==> config.mk <==
export PLATFORM = sky130hd
export DESIGN_NAME = nrzi_tx_serializer
export DESIGN_NICKNAME = d
export VERILOG_FILES = /design/src/rtl/nrzi_tx_pkg.sv /design/src/rtl/nrzi_tx_shifter.sv /design/src/rtl/nrzi_tx_encoder.sv /design/src/rtl/nrzi_tx_line.sv /design/src/rtl/nrzi_tx_serializer.sv
export SDC_FILE = /design/constraint.sdc
export NUM_CORES = 1
export LEC_CHECK = 0
export CAP_MARGIN = 20
export CORE_MARGIN = 8
export CORE_UTILIZATION = 60
export DETAILED_ROUTE_END_ITERATION = 8
export DONT_BUFFER_PORTS = 1
export PLACE_DENSITY_LB_ADDON = 0.1
export SYNTH_ARGS = -nofsm -noshare
export SYNTH_HDL_FRONTEND = slang
export SYNTH_SLANG_ARGS = --single-unit
==> constraint.sdc <==
create_clock -name clk_i -period 1.85 [get_ports clk_i]
set_input_delay 0 -clock clk_i [delete_from_list [all_inputs] [get_ports clk_i]]
set_output_delay 0 -clock clk_i [all_outputs]
set_load 0.05 [all_outputs]
==> src/rtl/nrzi_tx_pkg.sv <==
package nrzi_tx_pkg;
  localparam int unsigned DEF_WORD_W = 16;

  // NRZI rule: a one keeps the level, a zero flips it
  function automatic logic nrzi_next(input logic level, input logic data);
    return ~(level ^ data);
  endfunction
endpackage

==> src/rtl/nrzi_tx_shifter.sv <==
module nrzi_tx_shifter #(
  parameter int unsigned WORD_W = 16
) (
  input  logic              clk_i,
  input  logic              rst_ni,
  input  logic              step_i,
  input  logic [WORD_W-1:0] word_i,
  input  logic              word_valid_i,
  output logic              req_o,
  output logic              data_bit_o
);
  localparam int unsigned SH_W = WORD_W + 1;

  logic [SH_W-1:0] sh_q;
  logic [SH_W-1:0] sh_eff;
  logic            spent;

  // only the marker (or nothing) left
  assign spent = ~|sh_q[SH_W-1:1];
  assign req_o = step_i & spent;

  always_comb begin
    sh_eff = sh_q;
    if (spent) sh_eff = {1'b1, (word_valid_i ? word_i : {WORD_W{1'b1}})};
  end

  assign data_bit_o = sh_eff[0];

  always_ff @(posedge clk_i or negedge rst_ni) begin
    if (!rst_ni)     sh_q <= '0;
    else if (step_i) sh_q <= sh_eff >> 1;
  end
endmodule

==> src/rtl/nrzi_tx_encoder.sv <==
module nrzi_tx_encoder
  import nrzi_tx_pkg::*;
(
  input  logic clk_i,
  input  logic rst_ni,
  input  logic step_i,
  input  logic data_bit_i,
  output logic chan_o
);
  logic chan_q;

  always_ff @(posedge clk_i or negedge rst_ni) begin
    if (!rst_ni)     chan_q <= 1'b0;
    else if (step_i) chan_q <= nrzi_next(chan_q, data_bit_i);
  end

  assign chan_o = chan_q;
endmodule

==> src/rtl/nrzi_tx_line.sv <==
module nrzi_tx_line #(
  parameter bit IDLE_LEVEL = 1'b0
) (
  input  logic clk_i,
  input  logic rst_ni,
  input  logic tx_en_i,
  input  logic step_i,
  input  logic chan_i,
  output logic line_o
);
  logic line_q;

  always_ff @(posedge clk_i or negedge rst_ni) begin
    if (!rst_ni)       line_q <= IDLE_LEVEL;
    else if (!tx_en_i) line_q <= IDLE_LEVEL;
    else if (step_i)   line_q <= chan_i;
  end

  assign line_o = line_q;
endmodule

==> src/rtl/nrzi_tx_serializer.sv <==
module nrzi_tx_serializer #(
  parameter int unsigned WORD_W     = nrzi_tx_pkg::DEF_WORD_W,
  parameter bit          IDLE_LEVEL = 1'b0
) (
  input  logic              clk_i,
  input  logic              rst_ni,
  input  logic              bit_en_i,
  input  logic              tx_en_i,
  input  logic [WORD_W-1:0] word_i,
  input  logic              word_valid_i,
  output logic              word_ready_o,
  output logic              line_o
);
  logic step;
  logic data_bit;
  logic chan;

  assign step = bit_en_i & tx_en_i;

  nrzi_tx_shifter #(.WORD_W(WORD_W)) u_shifter (
    .clk_i       (clk_i),
    .rst_ni      (rst_ni),
    .step_i      (step),
    .word_i      (word_i),
    .word_valid_i(word_valid_i),
    .req_o       (word_ready_o),
    .data_bit_o  (data_bit)
  );

  nrzi_tx_encoder u_encoder (
    .clk_i     (clk_i),
    .rst_ni    (rst_ni),
    .step_i    (step),
    .data_bit_i(data_bit),
    .chan_o    (chan)
  );

  nrzi_tx_line #(.IDLE_LEVEL(IDLE_LEVEL)) u_line (
    .clk_i  (clk_i),
    .rst_ni (rst_ni),
    .tx_en_i(tx_en_i),
    .step_i (step),
    .chan_i (chan),
    .line_o (line_o)
  );
endmodule

-- Yosys cells after proc, flatten, opt, wreduce, memory -nomap -nowiden
Cells that the tools add are included.
- bits of input ports: 21
- logic and storage cells: 14
- bits in registers: 18
- output and inout port bits: 2
- eq/ne operators: 1
- bitwise logic cells: 4
- reductions and logical operators: 2
- muxes and demuxes: 4
- operators by type and width (kind ; count):
    $mux 17 ; 1
    $mux 16 ; 1
    $reduce_or 15->1 ; 1
    $and 1x1->1 ; 2
    $mux 1 ; 2
    $ne 2x1->1 const B ; 1
    $logic_not 1->1 ; 1
    $not 1->1 ; 1
    $xor 1x1->1 ; 1

-- Logic depth before layout (Yosys ltp)
- word-level depth: 4
- depth in mapped cells: 5
- mapped depth without buffers: 4

-- Cells and area by module
Synthesis repeated with hierarchy kept, for this count alone.
- cells, all modules: 84
- area total of the unflattened synthesis: 1016.0 sq um
- by module, submodules not included (module ; sequential area each (sq um) ; area each (sq um) ; cells each ; times used):
    nrzi_tx_shifter ; 400.4 ; 913.4 ; 77 ; 1
    nrzi_tx_encoder ; 25.0 ; 55.1 ; 3 ; 1
    nrzi_tx_line ; 25.0 ; 41.3 ; 3 ; 1
    nrzi_tx_serializer ; 0.0 ; 6.3 ; 1 ; 1

-- Worst setup path after synthesis
OpenSTA, ideal clock, no wires.
- path type: reg-to-reg
- from: reg u_shifter.sh_q[9]
- to: reg u_shifter.sh_q[15]
- path slack: 0.017 ns
- library setup time: 0.066 ns
- required time: 1.784 ns
- arrival time: 1.767 ns
- path buffers: 1
- stages on the path, launching flop included: 6
- clock period less this slack: 1.833 ns
- cells stage by stage: dfrtp_1 > nor4_2 > nand4_4 > buf_6 > nor2_2 > a21o_1
- word-level cells in the longest chain between the ends: 2
- ends and longest elaborated chain (what ; line ; source):
    start: declaration ; nrzi_tx_shifter.sv:14 ; logic [SH_W-1:0] sh_q;
    start signal: assignment ; nrzi_tx_shifter.sv:31 ; else if (step_i) sh_q <= sh_eff >> 1;
    $reduce_or 15->1 ; nrzi_tx_shifter.sv:19 ; assign spent = ~|sh_q[SH_W-1:1];
    $mux 17 ; nrzi_tx_shifter.sv:24 ; if (spent) sh_eff = {1'b1, (word_valid_i ? word_i : {WORD_W{1'b1}})};
Every way passes these cells.
A chain may end at the register's enable or synchronous reset.

-- Worst setup path after layout
- from: reg u_shifter.sh_q[8]
- to: out word_ready_o
- word-level cells in the longest chain between the ends: 3
- ends and longest elaborated chain (what ; line ; source):
    $reduce_or 15->1 ; nrzi_tx_shifter.sv:19 ;
    $logic_not 1->1 ; nrzi_tx_shifter.sv:19 ;
    $and 1x1->1 ; nrzi_tx_shifter.sv:20 ; assign req_o = step_i & spent;
    end: declaration ; nrzi_tx_serializer.sv:11 ; output logic word_ready_o,
Every way passes these cells.

==> results.cfg <==
[yosys]
synth.ff_latch_count = 18
synth_edf_count = 0
yosysTopAreaCell = dfrtp_1
synthAdderAreaFrac = 0
synth_compound_area_frac = 0.1166
avgSynthCellArea_sq_um = 9.972
synthMuxAreaShare = 0.1521
yosysTopAreaCellShare = 0.4563
synth.area.top_cells = dfrtp_1, mux2i_1, nand2b_1, o21ai_0, nand2_1
ys_warn_count = 0
ys.flop_type = dfrtp_1
ys_types = 20
async_flop_share = 1.000
synth_commonest_cells = dfrtp_1, mux2i_1, nand2_1, nand2b_1, o21ai_0
syn_area_sq_um = 987.2
synth_top_family_by_area = simple AND/OR/NAND/NOR gates
synth-seq-area-share = 0.4563
yosys.area_share.simple = 0.2319
syn_inst = 99
synth_fp_nets = 120
synthXorXnorAreaFrac = 0.008872
yosys.cell_count.top_type = dfrtp_1

[floorplan]
die_x_um = 56.56
die_area_sq_mm = 0.003199
start_util = 0.6478
rows = 14
coreArea_sq_mm = 0.001524
die_h_um = 56.56
io_pins = 23

[route]
wl_per_cell_um = 16.70
drc = 0
vias = 747
drt_iter0_markers = 17
viasPerCell = 5.702
dr.pass1.iters = 4
ant_nets = 0
routed_wl_mm = 2.188

[sta]
setup_violations = 0
finalCritPeriodShare = 0.9281
slew_headroom = 0.4501
setup_slack_ns = 0.1331
min_period_ns = 1.717
tns_ns = 0
worst_clock_skew_ns = 0.001213
hold_violations = 0
final_max_slew_viol_count = 0
max_freq_ghz = 0.5824
rsz0062_at_grt = false
worst_slew_pin_slew_ns = 0.8221

[worst_hold_path]
hold_class = in -> reg
hold_path_startpoint = word_i[6]
worstHoldPathCells = 3
min_delay_worst_endpoint = u_shifter.sh_q[5]$_DFFE_PN0N_

[global_route]
overflow = 0
grt_pass1_wl_mm = 3.670
busiest_layer = met2
grt_pass1_vias = 839
use_met2 = 0.2492
use_met3 = 0.02921
antenna_found_initial = 0
groute.usage.overall = 0.1414
grt_max_degree = 22
use_met1 = 0.1614

[worst_setup_path]
cp-end-kind = primary output
cp_slowest_stage_delay_ns = 0.42
worstPathCellList = nor4_2 -> nand4_4 -> buf_6 -> nor2_2 -> buf_6
cp.arrival_ns = 1.72
setup.worst_path.class = reg -> out
r2r_start = u_shifter.sh_q[8]$_DFFE_PN0N_
reg2regPathDepth = 5
r2r-end = u_encoder.chan_o$_DFFE_PN0N_
cp_common_cell = buf_6
crit_required_ns = 1.85
startpoint_type = register
r2r_slack_ns = 0.32
crit_path_max_fanout = 11
cpMaxStageDelayCell = dfrtp_1

[placement]
gp_congestion = 0.7062
hpwl_mm = 1.467
place.port_buffers = 0
dp_slack_ns = 0.2887

[job]
max-cap-violations = 0

[clock_network]
htreeDepth = 1
cts_num_sinks = 18
cts_tree = yes
cts_setup_buffers = 0
clock_latency_ns = 0.29
cts_buffers = 3
clk_pin_slew_ns = 0.11
cts_buffer_depth = 2
root_buffer = clkbuf_4

[finish]
nets = 137
insertedDiodeCount = 0
drive_gt1_frac = 0.1391
fillers = 100
synthToLayoutAreaGrowth_pct = 22.31

[run_status]
status = completed

[power]
p_leak_nw = 0.6100
power_density_mw_per_mm2 = 1115
irDropWorstVdd_v = 0.0007272
power_w = 0.001347
area by class of cell:
cell class	count	area (sq um)	area share
flip-flops and latches	18	450.4	0.3731
inverters	2	7.507	0.006218
clock buffers	4	36.28	0.03005
multi-input cells	74	525.5	0.4352
well taps	16	20.02	0.01658
repair buffers	17	167.7	0.1389
report_power, final:
group	switching (W)	total (W)	leakage [nW]	internal [W]
sequential	0.000165	0.000690	0.233	0.000525
combinational	0.000190	0.000409	0.356	0.000220
clock	0.000127	0.000247	0.0210	0.000120
cell usage in the layout (no fill, tap or decap), drive strengths merged:
master       instances
xnor2                1
dlygate4sd3         13
nor4                 3
nor2b                1
o21ai               13
a21o                 3
inv                  2
buf                  4
mux2i               15
a21oi                4
dfrtp               18
nand2b              13
nor3                 1
nor2                 4
nand4                1
nor3b                1
clkbuf               4
nand2               14
worst max-delay path by stage:
stage               slack [ns]                        endpoint                           from  depth (start not counted)
floorplan                 0.02  u_shifter.sh_q[15]$_DFFE_PN0N_  u_shifter.sh_q[9]$_DFFE_PN0N_                          5
global placement          0.33   u_shifter.sh_q[3]$_DFFE_PN0N_  u_shifter.sh_q[9]$_DFFE_PN0N_                          5
detailed placement        0.29    u_encoder.chan_o$_DFFE_PN0N_  u_shifter.sh_q[9]$_DFFE_PN0N_                          5
CTS                      0.005                    word_ready_o  u_shifter.sh_q[9]$_DFFE_PN0N_                          5
global route              0.04                    word_ready_o  u_shifter.sh_q[1]$_DFFE_PN0N_                          5
finish                    0.13                    word_ready_o  u_shifter.sh_q[8]$_DFFE_PN0N_                          5
through the flow:
step | hold slack [ns] | utilization | instance area, sq um | instances
3_5_place_dp | -0.2950 | 0.6634 | 1011 | 114
3_3_place_gp | -0.2951 | 0.6634 | 1011 | 114
6_report | 0.006148 | 0.7923 | 1207 | 131
4_1_cts | 0.005306 | 0.7726 | 1177 | 131
5_1_grt | 0.04577 | 0.7923 | 1207 | 131
2_1_floorplan | -0.2956 | - | 987.2 | 99
registers in the layout (all words and copies together) (netlist names):
signal,count
u_encoder.chan_o,1
u_line.line_o,1
u_shifter.sh_q,16
per-layer routing:
| layer | vias up | routed length, um |
|---|---|---|
| met2 | 15 | 1106 |
| met3 | 2 | 94 |
| li1 | 372 | - |
| met1 | 358 | 977 |
| met4 | 0 | 9 |
| met5 | - | 0 |
cell families after synthesis:
logic type / Yosys count
AOI/OAI and AO/OA: 20
xor gates and xnor gates: 1
buffers and inverters: 7
muxes: 15
DFF: 18
and+or+nand+nor: 38
repair_timing:
item                                   in CTS  in global routing
setup endpoints to repair                   0                  1
hold buffers                               13                  0
endpoints found under the hold margin      33                  0
gates resized for setup                     0                  5
critical path, delay by kind of cell, from the launching register on:
kind                   cells  cell delay [ns]
DFF                        1             0.42
and+or+nand+nor            3             0.64
buffers and inverters      2             0.36
(Power assumes the default switching activity.)
